===== config.mk =====
export PLATFORM = sky130hd
export DESIGN_NAME = spi_flash_wp_ctrl
export DESIGN_NICKNAME = d
export VERILOG_FILES = /design/src/rtl/flash_wp_pkg.sv /design/src/rtl/wp_region_chk.sv /design/src/rtl/wp_gate.sv /design/src/rtl/wp_state_reg.sv /design/src/rtl/spi_flash_wp_ctrl.sv
export SDC_FILE = /design/constraint.sdc
export NUM_CORES = 1
export LEC_CHECK = 0
export BUFFER_PORTS_ARGS = -buffer_cell sky130_fd_sc_hd__buf_2
export CORE_AREA = 2 2 39 41
export CTS_CLUSTER_SIZE = 40
export DETAILED_ROUTE_END_ITERATION = 16
export DIE_AREA = 0 0 41 43
export PLACE_DENSITY_LB_ADDON = 0.2
export SYNTH_ARGS = -nofsm -noshare
export SYNTH_HDL_FRONTEND = slang
export SYNTH_SLANG_ARGS = --single-unit

===== constraint.sdc =====
create_clock -name clk -period 1.81 [get_ports clk]
set_clock_uncertainty 0.15 [all_clocks]
set_input_delay 0.0905 -clock clk [delete_from_list [all_inputs] [get_ports clk]]
set_output_delay 0.0905 -clock clk [all_outputs]
set_load 0.02 [all_outputs]

===== src/rtl/flash_wp_pkg.sv =====
package flash_wp_pkg;

    typedef enum logic [2:0] {
        CMD_NONE  = 3'd0,
        CMD_WREN  = 3'd1,
        CMD_WRDI  = 3'd2,
        CMD_WRSR  = 3'd3,
        CMD_PROG  = 3'd4,
        CMD_BERS  = 3'd5,
        CMD_CERS  = 3'd6,
        CMD_RSVD  = 3'd7
    } wp_cmd_t;

    typedef struct packed {
        logic       lock;
        logic [1:0] range;
        logic       wel;
    } wp_state_t;

    localparam int STAT_LOCK_BIT = 7;
    localparam int STAT_RNG_HI   = 3;
    localparam int STAT_RNG_LO   = 2;
    localparam int STAT_WEL_BIT  = 1;

    function automatic logic [7:0] pack_status(input wp_state_t s);
        logic [7:0] b;
        b = 8'h00;
        b[STAT_LOCK_BIT]             = s.lock;
        b[STAT_RNG_HI:STAT_RNG_LO]   = s.range;
        b[STAT_WEL_BIT]              = s.wel;
        return b;
    endfunction

endpackage


===== src/rtl/wp_region_chk.sv =====
module wp_region_chk #(
    parameter int ADDR_W = 16
) (
    input  logic [1:0]        range,
    input  logic [ADDR_W-1:0] addr,
    output logic              hit,
    output logic              any_prot
);
    localparam int TOP = ADDR_W - 1;

    always_comb begin
        unique case (range)
            2'b00:   hit = 1'b0;
            2'b01:   hit = addr[TOP] & addr[TOP-1];
            2'b10:   hit = addr[TOP];
            default: hit = 1'b1;
        endcase
        any_prot = |range;
    end
endmodule


===== src/rtl/wp_gate.sv =====
module wp_gate
    import flash_wp_pkg::*;
(
    input  logic      cmd_valid,
    input  wp_cmd_t   cmd,
    input  logic [7:0] new_status,
    input  logic      wp_n,
    input  wp_state_t cur,
    input  logic      hit,
    input  logic      any_prot,
    output wp_state_t nxt,
    output logic      acc,
    output logic      rej
);
    logic hw_lock;
    assign hw_lock = cur.lock & ~wp_n;

    always_comb begin
        nxt = cur;
        acc = 1'b0;
        rej = 1'b0;
        if (cmd_valid) begin
            unique case (cmd)
                CMD_WREN: begin
                    acc     = 1'b1;
                    nxt.wel = 1'b1;
                end
                CMD_WRDI: begin
                    acc     = 1'b1;
                    nxt.wel = 1'b0;
                end
                CMD_WRSR: begin
                    if (cur.wel && !hw_lock) begin
                        acc       = 1'b1;
                        nxt.lock  = new_status[STAT_LOCK_BIT];
                        nxt.range = new_status[STAT_RNG_HI:STAT_RNG_LO];
                    end else begin
                        rej = 1'b1;
                    end
                    nxt.wel = 1'b0;
                end
                CMD_PROG, CMD_BERS: begin
                    acc     = cur.wel & ~hit;
                    rej     = ~(cur.wel & ~hit);
                    nxt.wel = 1'b0;
                end
                CMD_CERS: begin
                    acc     = cur.wel & ~any_prot;
                    rej     = ~(cur.wel & ~any_prot);
                    nxt.wel = 1'b0;
                end
                default: ;
            endcase
        end
    end
endmodule


===== src/rtl/wp_state_reg.sv =====
module wp_state_reg
    import flash_wp_pkg::*;
#(
    parameter logic       RST_SRWD = 1'b0,
    parameter logic [1:0] RST_BP   = 2'b00
) (
    input  logic      clk,
    input  logic      rst,
    input  wp_state_t nxt,
    input  logic      acc_in,
    input  logic      rej_in,
    output wp_state_t cur,
    output logic      acc_q,
    output logic      rej_q
);
    always_ff @(posedge clk) begin
        if (rst) begin
            cur.lock  <= RST_SRWD;
            cur.range <= RST_BP;
            cur.wel   <= 1'b0;
            acc_q     <= 1'b0;
            rej_q     <= 1'b0;
        end else begin
            cur   <= nxt;
            acc_q <= acc_in;
            rej_q <= rej_in;
        end
    end
endmodule


===== src/rtl/spi_flash_wp_ctrl.sv =====
module spi_flash_wp_ctrl
    import flash_wp_pkg::*;
#(
    parameter int         ADDR_W   = 16,
    parameter logic       RST_SRWD = 1'b0,
    parameter logic [1:0] RST_BP   = 2'b00
) (
    input  logic              clk,
    input  logic              rst,
    input  logic              wp_n,
    input  logic              cmd_valid,
    input  logic [2:0]        cmd_code,
    input  logic [7:0]        new_status,
    input  logic [ADDR_W-1:0] addr,
    output logic              accept,
    output logic              reject,
    output logic              prot_mode,
    output logic [7:0]        status
);
    wp_state_t cur, nxt;
    logic      hit, any_prot, acc_c, rej_c;

    wp_region_chk #(.ADDR_W(ADDR_W)) i_region (
        .range    (cur.range),
        .addr     (addr),
        .hit      (hit),
        .any_prot (any_prot)
    );

    wp_gate i_gate (
        .cmd_valid  (cmd_valid),
        .cmd        (wp_cmd_t'(cmd_code)),
        .new_status (new_status),
        .wp_n       (wp_n),
        .cur        (cur),
        .hit        (hit),
        .any_prot   (any_prot),
        .nxt        (nxt),
        .acc        (acc_c),
        .rej        (rej_c)
    );

    wp_state_reg #(.RST_SRWD(RST_SRWD), .RST_BP(RST_BP)) i_state (
        .clk    (clk),
        .rst    (rst),
        .nxt    (nxt),
        .acc_in (acc_c),
        .rej_in (rej_c),
        .cur    (cur),
        .acc_q  (accept),
        .rej_q  (reject)
    );

    assign prot_mode = cur.lock & ~wp_n;
    assign status    = pack_status(cur);
endmodule


* After elaboration in Yosys (flattened, before gate mapping)
Cells that the tools add are included.
** Storage, ports and cells
- Register bits :: 6
- Bits in latches :: 0
- RAM bits :: 0
- ROM bits :: 0
- Bits of input ports :: 31
- Logic and storage cells :: 40
- Memories :: 0
** Operators by class
- Add/sub/neg operators :: 0
- Multipliers :: 0
- Divide/modulo/power cells :: 0
- $lt $le $gt $ge :: 0
- Equality and inequality tests :: 8
- Shift-type cells :: 0
- Mux-type cells :: 6
- Bitwise logic cells :: 10
- Reductions and logical operators :: 11
** Operators with widths (count)
- $eq 3x3->1 const B :: 3
- $reduce_or 2->1 :: 4
- $eq 3x2->1 const B :: 2
- $not 1->1 :: 6
- $pmux 1 s3 :: 2
- $reduce_or 5->1 :: 1
- $and 1x1->1 :: 4
- $pmux 1 s4 :: 1
- $eq 3x1->1 const B :: 1
- $reduce_and 3->1 :: 1
- $eq 2x1->1 const B :: 1
- $eq 2x2->1 const B :: 1
- $logic_not 2->1 :: 1
- $mux 1 :: 2
- $pmux 1 s2 :: 1
- $reduce_and 2->1 :: 1
- $reduce_bool 2->1 :: 1
- $logic_and 1x1->1 :: 1
- $logic_not 1->1 :: 1

* Depth between registers and ports, before layout
Gate-level depths: netlist (run 1).
- Depth in word-level cells :: 6
- Depth in mapped cells :: 4

* Modules after synthesis
Synthesis (run 1) repeated with hierarchy kept, for this count alone.
** Second synthesis, totals
- Cell total of the unflattened synthesis :: 47
- Area total of the unflattened synthesis :: 402.9 um2
** Modules (own cells, without submodules)
- wp_gate :: instances 1, cells each 25, area each 177.7 um2, seq. area each 0.0 um2
- wp_state_reg :: instances 1, cells each 12, area each 157.7 um2, seq. area each 120.1 um2
- spi_flash_wp_ctrl :: instances 1, cells each 6, area each 47.5 um2, seq. area each 0.0 um2
- wp_region_chk :: instances 1, cells each 4, area each 20.0 um2, seq. area each 0.0 um2

* Worst setup path before layout (run 1)
OpenSTA, ideal clock, no wires.
- Path kind :: register to register
- Start point :: register i_state.cur[0] (netlist name)
- End point :: register i_state.rej_q
- Arrival time :: 1.038 ns
- Required time :: 1.536 ns
- Slack :: 0.498 ns
- Cell stages (with the launch flop) :: 4
- Path buffers :: 0
- Period minus slack after synthesis :: 1.312 ns
- Cells stage by stage :: dfxtp_1 > a21oi_1 > a222oi_1 > nor2_1
** Between the ends
- Longest elaborated chain between the ends :: 3
** Ends and longest elaborated chain
- $logic_and 1x1->1 (tied with other cells) :: line wp_gate.sv:33 : if (cur.wel && !hw_lock) begin
- $mux 1 (tied with other cells) :: line wp_gate.sv:33
- $pmux 1 s3 * :: line wp_gate.sv:23 : unique case (cmd)
- end signal: assignment :: line wp_state_reg.sv:26 : rej_q <= rej_in;
- end: declaration :: line wp_state_reg.sv:14 : output logic rej_q
Mark *: on every way between the ends. The rest lies on a longest branch, timed or not.
A chain may end at the register's enable or synchronous reset.

* Worst setup path in the final report (run 1)
- Start point :: register i_state.cur[0] (netlist name)
- End point :: register i_state.cur[3] (netlist name)
** Between the ends
- Longest elaborated chain between the ends :: 2
** Ends and longest elaborated chain (line)
- $logic_and 1x1->1 :: wp_gate.sv:33
- $reduce_and 3->1 (no line)
No other way between the ends.

==> results.yml, run 1 <==
clocking:
  hold_buffers: 5
  ctsHtreeMaxLevel: 1
  clkTransAtPathRegs_ps: 40
  clockRootBuffer: "clkbuf_4"
  cts_resized: 0
  cts_setup_buffers: 0
  cts_buffers: 3
  clock_path_buffers: 2
  insertion_delay_ps: 240
  cts_tree: "built"
  cts.sinks: 6
floorplanning:
  initial_core_util_pct: 26.9
  dieHeight_um: 43
  dieArea_mm2: 0.00176
  coreArea_mm2: 0.00138
  die_x_um: 41
  std_cell_rows: 14
  top_level_ports: 42
global_route:
  use_met1_pct: 12.9
  grt_pass1_vias: 375
  use_met2_pct: 19.7
  grt_first_pass_wirelength_mm: 1.46
  grt_use_total_pct: 12.5
  overflow: 0
  antenna_found_initial: 0
  grt_max_degree: 9
  use_met3_pct: 7.85
  busiest_layer: "met2"
worst_setup_path:
  worstPathArrival_ps: 1670
  critPathLaunchType: "register"
  cp_max_fo: 8
  cpPeakStageDelay_ps: 540
  path_class: "reg -> reg"
  reg2reg_from: "i_state.cur[0]"
  crit_required_ps: 1790
  crit_chain: "nand4_4 -> mux2i_1 -> nor2_1 -> dlygate4sd3_1"
  end_kind: "register"
  cp.buffers_inverters: 1
  cp_slowest_cell: "dlygate4sd3_1"
  startpoint: "i_state.cur[0]"
  critical_path.top_delay_family: "buffers and inverters"
status:
  outcome: "finished clean"
detailed_routing:
  wl_um: 885
  ant_nets: 0
  num_vias: 406
  vias_per_cell: 4.61
  wl_per_cell_um: 10.1
  drtIter0Drc: 9
  first_pass_iters: 4
  drc: 0
final_layout:
  mostFrequentLayoutCell: "buf_2"
  stdcell_area_um2: 536
  fillers: 172
  diodes: 0
  fin_cells: 88
  drive_gt1_share_pct: 31.9
  mostFrequentLayoutCells: "18 x buf_2, 9 x nor2_1, 6 x dfxtp_1"
  nets: 105
  seqCellArea_um2: 120
  synthToLayoutAreaGrowth_pct: 44.1
  multi_input_area_um2: 221
placement:
  dpl-instance-area_um2: 463
  dp_hpwl_um: 711
  io_buffers: 18
  dp.cells: 80
  routabilityCongestion: 0.678
synthesis:
  ys_warn_count: 0
  synth_top_area_share_pct: 32.3
  ys_seq_area_share_pct: 32.3
  syn_inst: 47
  synth.area.top_cells: "dfxtp_1 32%, nor2_1 9.1%, mux2i_1 8.1%, buf_4 8.1%, nand4_4 5.7%"
  synth_seq_cells: 6
  syn-mean-instance-area_um2: 7.91
  netlist_area_um2: 372
  yosys.area.top_type: "dfxtp_1"
  ys_types: 19
pwr:
  leakage_nw: 0.274
  powerDensity_mw_per_mm2: 589
  ir_worst_vdd_uv: 326
sta:
  setup_viol: 0
  grt_setup_unrepaired: "false"
  min_period_ps: 1700
  hold_violations: 0
  min_period_over_period_pct: 93.8
  tns_ps: 0
  fmax_mhz: 589
  finalMaxSlewViolations: 0
hold_path:
  min_from: "cmd_code[2]"
  hold_class: "in -> reg"
run:
  cap_violations: 0
[path summary, 6_finish.rpt]
kind                         end  slack [ps]  cells past startpoint
setup / recovery  i_state.cur[3]         110                      4
hold / removal    i_state.cur[0]          60                      4
setup reg to reg  i_state.cur[3]         110                      4
hold reg to reg   i_state.cur[2]         400                      2
[cell families after synthesis]
kind of cell / synth area share (%)
other: 1.01
DFF: 32.3
and+or+nand+nor: 28.6
buffers and inverters: 11.1
muxes: 8.08
AOI/OAI and AO/OA: 18.9
[worst reg2reg max path: stages (launching register included)]
cell and delay (ps):
dfxtp_1 500, nand4_4 170, mux2i_1 180, nor2_1 50
dlygate4sd3_1 540
[stage by stage]
step / util, % / hold slack, ps / total power, mW / setup WS, ps
finish: 38.7 / 55.2 / 0.315 / 112
floorplan: - / 12.9 / 0.174 / 498
global placement: 33.5 / 175 / 0.190 / 513
global route: 38.7 / 70.7 / 0.344 / 13.9
detailed placement: 33.5 / 180 / 0.191 / 510
CTS: 38.7 / 52.2 / 0.325 / 107
[power by group]
part	internal (mW)	switching (mW)	total [mW]	leakage, nW
Sequential	0.135	0.00213	0.137	0.0485
Clock	0.0748	0.0458	0.121	0.0138
Combinational	0.0255	0.0322	0.0577	0.211
[sequential cells by signal, summed over array words and instances, names as in the netlist]
signal         count
i_state.acc_q      1
i_state.cur        4
i_state.rej_q      1
[area by class of cell]
class | instances | area share, %
clock buffers | 3 | 4.21
inverters | 3 | 2.10
repair buffers | 23 | 26.2
well taps | 16 | 3.74
multi-input cells | 37 | 41.4
flip-flops and latches | 6 | 22.4
[synthesized netlist by cell type (all sizes together)]
library cell and instances:
nor2 9, buf 4, mux2i 3, nand4 1, nor3 1, nor2b 1, inv 3, a21oi 4
and3b 1, o211ai 1, nand2 3, o32ai 1, nand3 2, o2bb2ai 1, a222oi 1, nand2b 1
conb 1, dfxtp 6, o21ai 3
[routing by layer]
metal	wire [um]	up-vias
met4	0	0
met2	489	11
met1	351	188
met3	44	0
li1	-	207
met5	0	-
(Power assumes the default switching activity.)
==> inputs of run 2 (changes only) <==
--- a/config.mk
+++ b/config.mk
@@ -10,7 +10,7 @@
 export CTS_CLUSTER_SIZE = 40
 export DETAILED_ROUTE_END_ITERATION = 16
 export DIE_AREA = 0 0 41 43
-export PLACE_DENSITY_LB_ADDON = 0.2
+export PLACE_DENSITY = 0.68
 export SYNTH_ARGS = -nofsm -noshare
 export SYNTH_HDL_FRONTEND = slang
 export SYNTH_SLANG_ARGS = --single-unit
==> run 2 against run 1 <==
  * Clock-buffer cell count stayed put
  * Setup slack better by 390 ps
  * Combinational power hardly changed
  * Critical path depth is 1 lower
  * Largest cell class unchanged
  * Via count is 1.2% lower
  * Die area stayed put
  * Hold slack worse by 16 ps
  * Core utilization is 0.72 points lower
==> results.yml, run 2 (synthesis gave the netlist of run 1 again) <==
status:
  outcome: "finished clean"
final_layout:
  nets: 104
  seqCellArea_um2: 120
  top_regs: "i_state.cur x4, i_state.acc_q x1, i_state.rej_q x1"
  largest_reg_flops: 4
  drive_gt1_share_pct: 32.4
  multi_input_area_um2: 221
  stdcell_area_um2: 526
  mostFrequentLayoutCell: "buf_2"
  diodes: 0
  mostFrequentLayoutCells: "18 x buf_2, 9 x nor2_1, 6 x dfxtp_1"
  regMostFlops: "i_state.cur"
  synthToLayoutAreaGrowth_pct: 41.4
  fillers: 144
clocking:
  clockRootBuffer: "clkbuf_4"
  cts_tree: "built"
  ctsHtreeMaxLevel: 1
  clock_path_buffers: 2
  clkTransAtPathRegs_ps: 50
  hold_buffers: 4
  cts_buffers: 3
  cts_setup_buffers: 0
  cts.sinks: 6
  cts_resized: 0
  insertion_delay_ps: 250
detailed_routing:
  drtIter0Drc: 11
  drc: 0
  num_vias: 401
  wl_per_cell_um: 9.33
  first_pass_iters: 4
  wl_um: 812
  ant_nets: 0
  vias_per_cell: 4.61
worst_setup_path:
  cpPeakStageDelay_ps: 500
  crit_chain: "a21oi_1 -> a222oi_1 -> nor2_1"
  cp_max_fo: 8
  worstPathArrival_ps: 1290
  critPathLaunchType: "register"
  cp.buffers_inverters: 0
  cp_slowest_cell: "dfxtp_1"
  critical_path.top_delay_family: "flip-flops"
  crit_required_ps: 1790
  end_kind: "register"
  path_class: "reg -> reg"
global_route:
  antenna_found_initial: 0
  grt_pass1_vias: 322
  grt_use_total_pct: 10.7
  grt_first_pass_wirelength_mm: 1.24
  overflow: 0
  grt_max_degree: 9
placement:
  dp_hpwl_um: 619
  routabilityCongestion: 0.818
  io_buffers: 18
  dpl-instance-area_um2: 463
hold_path:
  hold_class: "in -> reg"
floorplanning:
  initial_core_util_pct: 26.9
  top_level_ports: 42
  std_cell_rows: 14
  coreArea_mm2: 0.00138
  dieArea_mm2: 0.00176
  dieHeight_um: 43
  die_x_um: 41
sta:
  tns_ps: 0
  fmax_mhz: 765
  min_period_ps: 1310
  setup_viol: 0
  grt_setup_unrepaired: "false"
  min_period_over_period_pct: 72.2
  finalMaxSlewViolations: 0
  hold_violations: 0
run:
  cap_violations: 0
pwr:
  powerDensity_mw_per_mm2: 605
  ir_worst_vdd_uv: 435
  leakage_nw: 0.267
## run 2: changes by cell type in the layout (fill, tap and decap cells not counted), sizes merged
cell,delta
dlygate4sd3,-1
## run 2: report_power, final
part / leakage [nW] / switching (mW) / internal (mW)
Clock: 0.0138 / 0.0486 / 0.0750
Combinational: 0.204 / 0.0321 / 0.0254
Sequential: 0.0485 / 0.00214 / 0.135
Total: 0.267 / 0.0828 / 0.235
## run 2: final timing paths
path | start | endpoint | slack (ps) | cells past startpoint
worst min-delay path | cmd_code[2] | i_state.cur[0] | 40 | 4
worst max-delay path | i_state.cur[0] | i_state.rej_q | 500 | 3
worst min register to register | i_state.cur[3] | i_state.cur[3] | 380 | 2
worst max register to register | i_state.cur[0] | i_state.rej_q | 500 | 3
## run 2: worst min-delay path, stage by stage
cell and delay, ps:
buf_2 100, nor3_1 50, a21oi_1 110, nor2_1 40
## run 2: per-stage QoR
step | total power [mW] | hold slack (ps) | instances | setup WS [ps] | util [%]
after floorplan | 0.174 | 12.9 | 50 | 498 | -
final | 0.318 | 39.1 | 87 | 502 | 38.0
after global routing | 0.333 | 71.6 | 87 | 374 | 38.0
after detailed placement | 0.190 | 179 | 80 | 496 | 33.5
after CTS | 0.320 | 40.4 | 87 | 499 | 38.0
after global placement | 0.189 | 176 | 80 | 527 | 33.5
## run 2: routing by layer
layer | track usage, % | vias to the layer above | wire length [um]
met4 | 4.00 | 0 | 11
met2 | 16.6 | 17 | 390
met5 | 0 | - | 0
met3 | 6.28 | 2 | 71
li1 | - | 210 | -
met1 | 11.3 | 172 | 339
## run 2: cell type report
cell class,instances,area share (%)
Clock buffer,3,4.29
Sequential cell,6,22.9
Tap cell,16,3.81
Timing Repair Buffer,22,24.8
Multi-Input combinational cell,37,42.1
Inverter,3,2.14
==> inputs of run 3 (changes only) <==
--- a/config.mk
+++ b/config.mk
@@ -6,11 +6,11 @@
 export NUM_CORES = 1
 export LEC_CHECK = 0
 export BUFFER_PORTS_ARGS = -buffer_cell sky130_fd_sc_hd__buf_2
-export CORE_AREA = 2 2 39 41
+export CORE_MARGIN = 2
+export CORE_UTILIZATION = 28
 export CTS_CLUSTER_SIZE = 40
 export DETAILED_ROUTE_END_ITERATION = 16
-export DIE_AREA = 0 0 41 43
-export PLACE_DENSITY = 0.68
+export PLACE_DENSITY = 0.71
 export SYNTH_ARGS = -nofsm -noshare
 export SYNTH_HDL_FRONTEND = slang
 export SYNTH_SLANG_ARGS = --single-unit
==> constraint.sdc (replaced) <==
create_clock -name clk -period 1.05 [get_ports clk]
set_clock_uncertainty 0.15 [all_clocks]
set_input_delay 0.0525 -clock clk [delete_from_list [all_inputs] [get_ports clk]]
set_output_delay 0.0525 -clock clk [all_outputs]
set_load 0.02 [all_outputs]
==> run 3 against run 2 <==
  * Wire length up 39%
  * Setup slack worse by 660 ps
  * Cell count up 11%
  * Clock-buffer cell count up 1
  * The run now ends with negative hold slack, negative setup slack left
  * Sequential power up 67%
  * First-iteration DRC count down 45%
  * Largest power group is now the clock network
  * Final area up 33%
==> results.yml, run 3 (synthesis gave the netlist of run 1 again) <==
status:
  outcome: "complete, but fails checks"
  violations: "negative hold slack, negative setup slack"
worst_setup_path:
  worstPathArrival_ps: 1200
  reg2reg_from: "i_state.cur[3]"
  r2r_cells: 4
  path_class: "reg -> reg"
  crit_required_ps: 1030
  cp_max_fo: 4
  critPathLaunchType: "register"
  r2r-end: "i_state.rej_q"
  regToRegSetupSlack_ps: -160
  end_kind: "register"
final_layout:
  top_regs: "i_state.cur x4, i_state.acc_q x1, i_state.rej_q x1"
  synthToLayoutAreaGrowth_pct: 87.9
  largest_reg_flops: 4
  drive_gt1_share_pct: 52.4
  mostFrequentLayoutCells: "13 x buf_2, 10 x buf_6, 8 x nor2_1"
  regMostFlops: "i_state.cur"
  diodes: 0
  mostFrequentLayoutCell: "buf_2"
  nets: 114
clocking:
  clockRootBuffer: "clkbuf_4"
  insertion_delay_ps: 260
  cts_setup_buffers: 0
  cts_buffers: 3
  clkTransAtPathRegs_ps: 50
  clock_path_buffers: 2
  cts_tree: "built"
  cts.sinks: 6
  ctsHtreeMaxLevel: 1
  hold_buffers: 5
floorplanning:
  initial_core_util_pct: 29.3
  std_cell_rows: 13
  dieHeight_um: 40.4
  dieArea_mm2: 0.00163
  die_x_um: 40.4
  coreArea_mm2: 0.00127
  top_level_ports: 42
sta:
  finalMaxSlewViolations: 0
  tns_ps: -496
  fin_hold_ws_ps: -10.4
  min_period_ps: 1210
  fmax_mhz: 825
  finalWorstSetupSlack_ps: -162
  hold_violations: 2
  setup_viol: 8
  min_period_over_period_pct: 115
  grt_setup_unrepaired: "true"
global_route:
  grt_max_degree: 8
  grt_first_pass_wirelength_mm: 1.61
  overflow: 0
  grt_pass1_vias: 398
  antenna_found_initial: 0
  grt_use_total_pct: 16.5
hold_path:
  hold_class: "in -> reg"
  min_from: "rst"
  holdPathEnd: "i_state.acc_q"
  hold_depth: 4
pwr:
  p_total_mw: 0.606
  ir_worst_vdd_uv: 522
  powerDensity_mw_per_mm2: 868
  leakage_nw: 0.334
placement:
  routabilityCongestion: 0.790
  dp_hpwl_um: 722
  io_buffers: 18
detailed_routing:
  wl_mm: 1.13
  drc: 0
  vias_per_cell: 4.79
  ant_nets: 0
  drtIter0Drc: 6
  first_pass_iters: 4
  wl_per_cell_um: 11.6
  num_vias: 465
run:
  cap_violations: 0
[run 3: changes by cell type in the layout (fill, tap and decap cells not counted), moves of 3 or more]
cell | before | now
buf_6 | 0 | 10
buf_2 | 18 | 13
buf_4 | 0 | 4
dfxtp_1 | 6 | 2
dfxtp_4 | 0 | 3
[run 3: worst max path at each step]
stage,start,end,slack (ps),depth (start not counted)
after floorplan,i_state.cur[2],i_state.rej_q,-90,4
after global routing,i_state.cur[3],i_state.rej_q,-170,4
after global placement,i_state.cur[2],i_state.rej_q,-70,4
final,i_state.cur[3],i_state.rej_q,-160,4
after detailed placement,i_state.cur[2],i_state.rej_q,-120,4
after CTS,i_state.cur[3],i_state.rej_q,-110,4
[run 3: area by class of cell]
type / instances / area [um^2]
Inverter: 3 / 11.3
Multi-Input combinational cell: 37 / 251
Fill cell: 116 / 571
Clock buffer: 4 / 26.3
Timing Repair Buffer: 32 / 258
Sequential cell: 6 / 133
Tap cell: 15 / 18.8
[run 3: report_power, final]
group | leakage (nW) | internal, mW | total (mW) | switching (mW)
logic | 0.267 | 0.0623 | 0.128 | 0.0652
clock network | 0.0150 | 0.145 | 0.249 | 0.104
registers | 0.0514 | 0.225 | 0.229 | 0.00366
[run 3: critical path, cell delays in order (launching register included)]
cell,delay [ps]
dfxtp_4,350
nand2b_4,100
nand2_1,60
a222oi_1,340
nor2_1,90
[run 3: repair_timing]
action	CTS	global route
resized for setup	15	7
setup endpoints to repair	10	9
hold endpoints to repair	4	2
pin swaps	4	6
[run 3: metal layers]
metal / part of all wire, % / GRT usage [%] / vias to the layer above
met1: 37 / 15.6 / 218
met3: 6.3 / 8.33 / 2
li1: - / - / 227
met2: 56 / 29.4 / 18
met4: 0.98 / 7.50 / 0
met5: 0 / 0 / -
[run 3: per-stage QoR]
step | cell area (um^2) | std cells | worst slack [ps] | util, %
after floorplan | 400 | 50 | -85.6 | -
after global placement | 547 | 88 | -66.5 | 43.1
after detailed placement | 547 | 88 | -118 | 43.1
after CTS | 668 | 97 | -113 | 52.7
after global routing | 698 | 97 | -166 | 55.0
final | 698 | 97 | -162 | 55.0
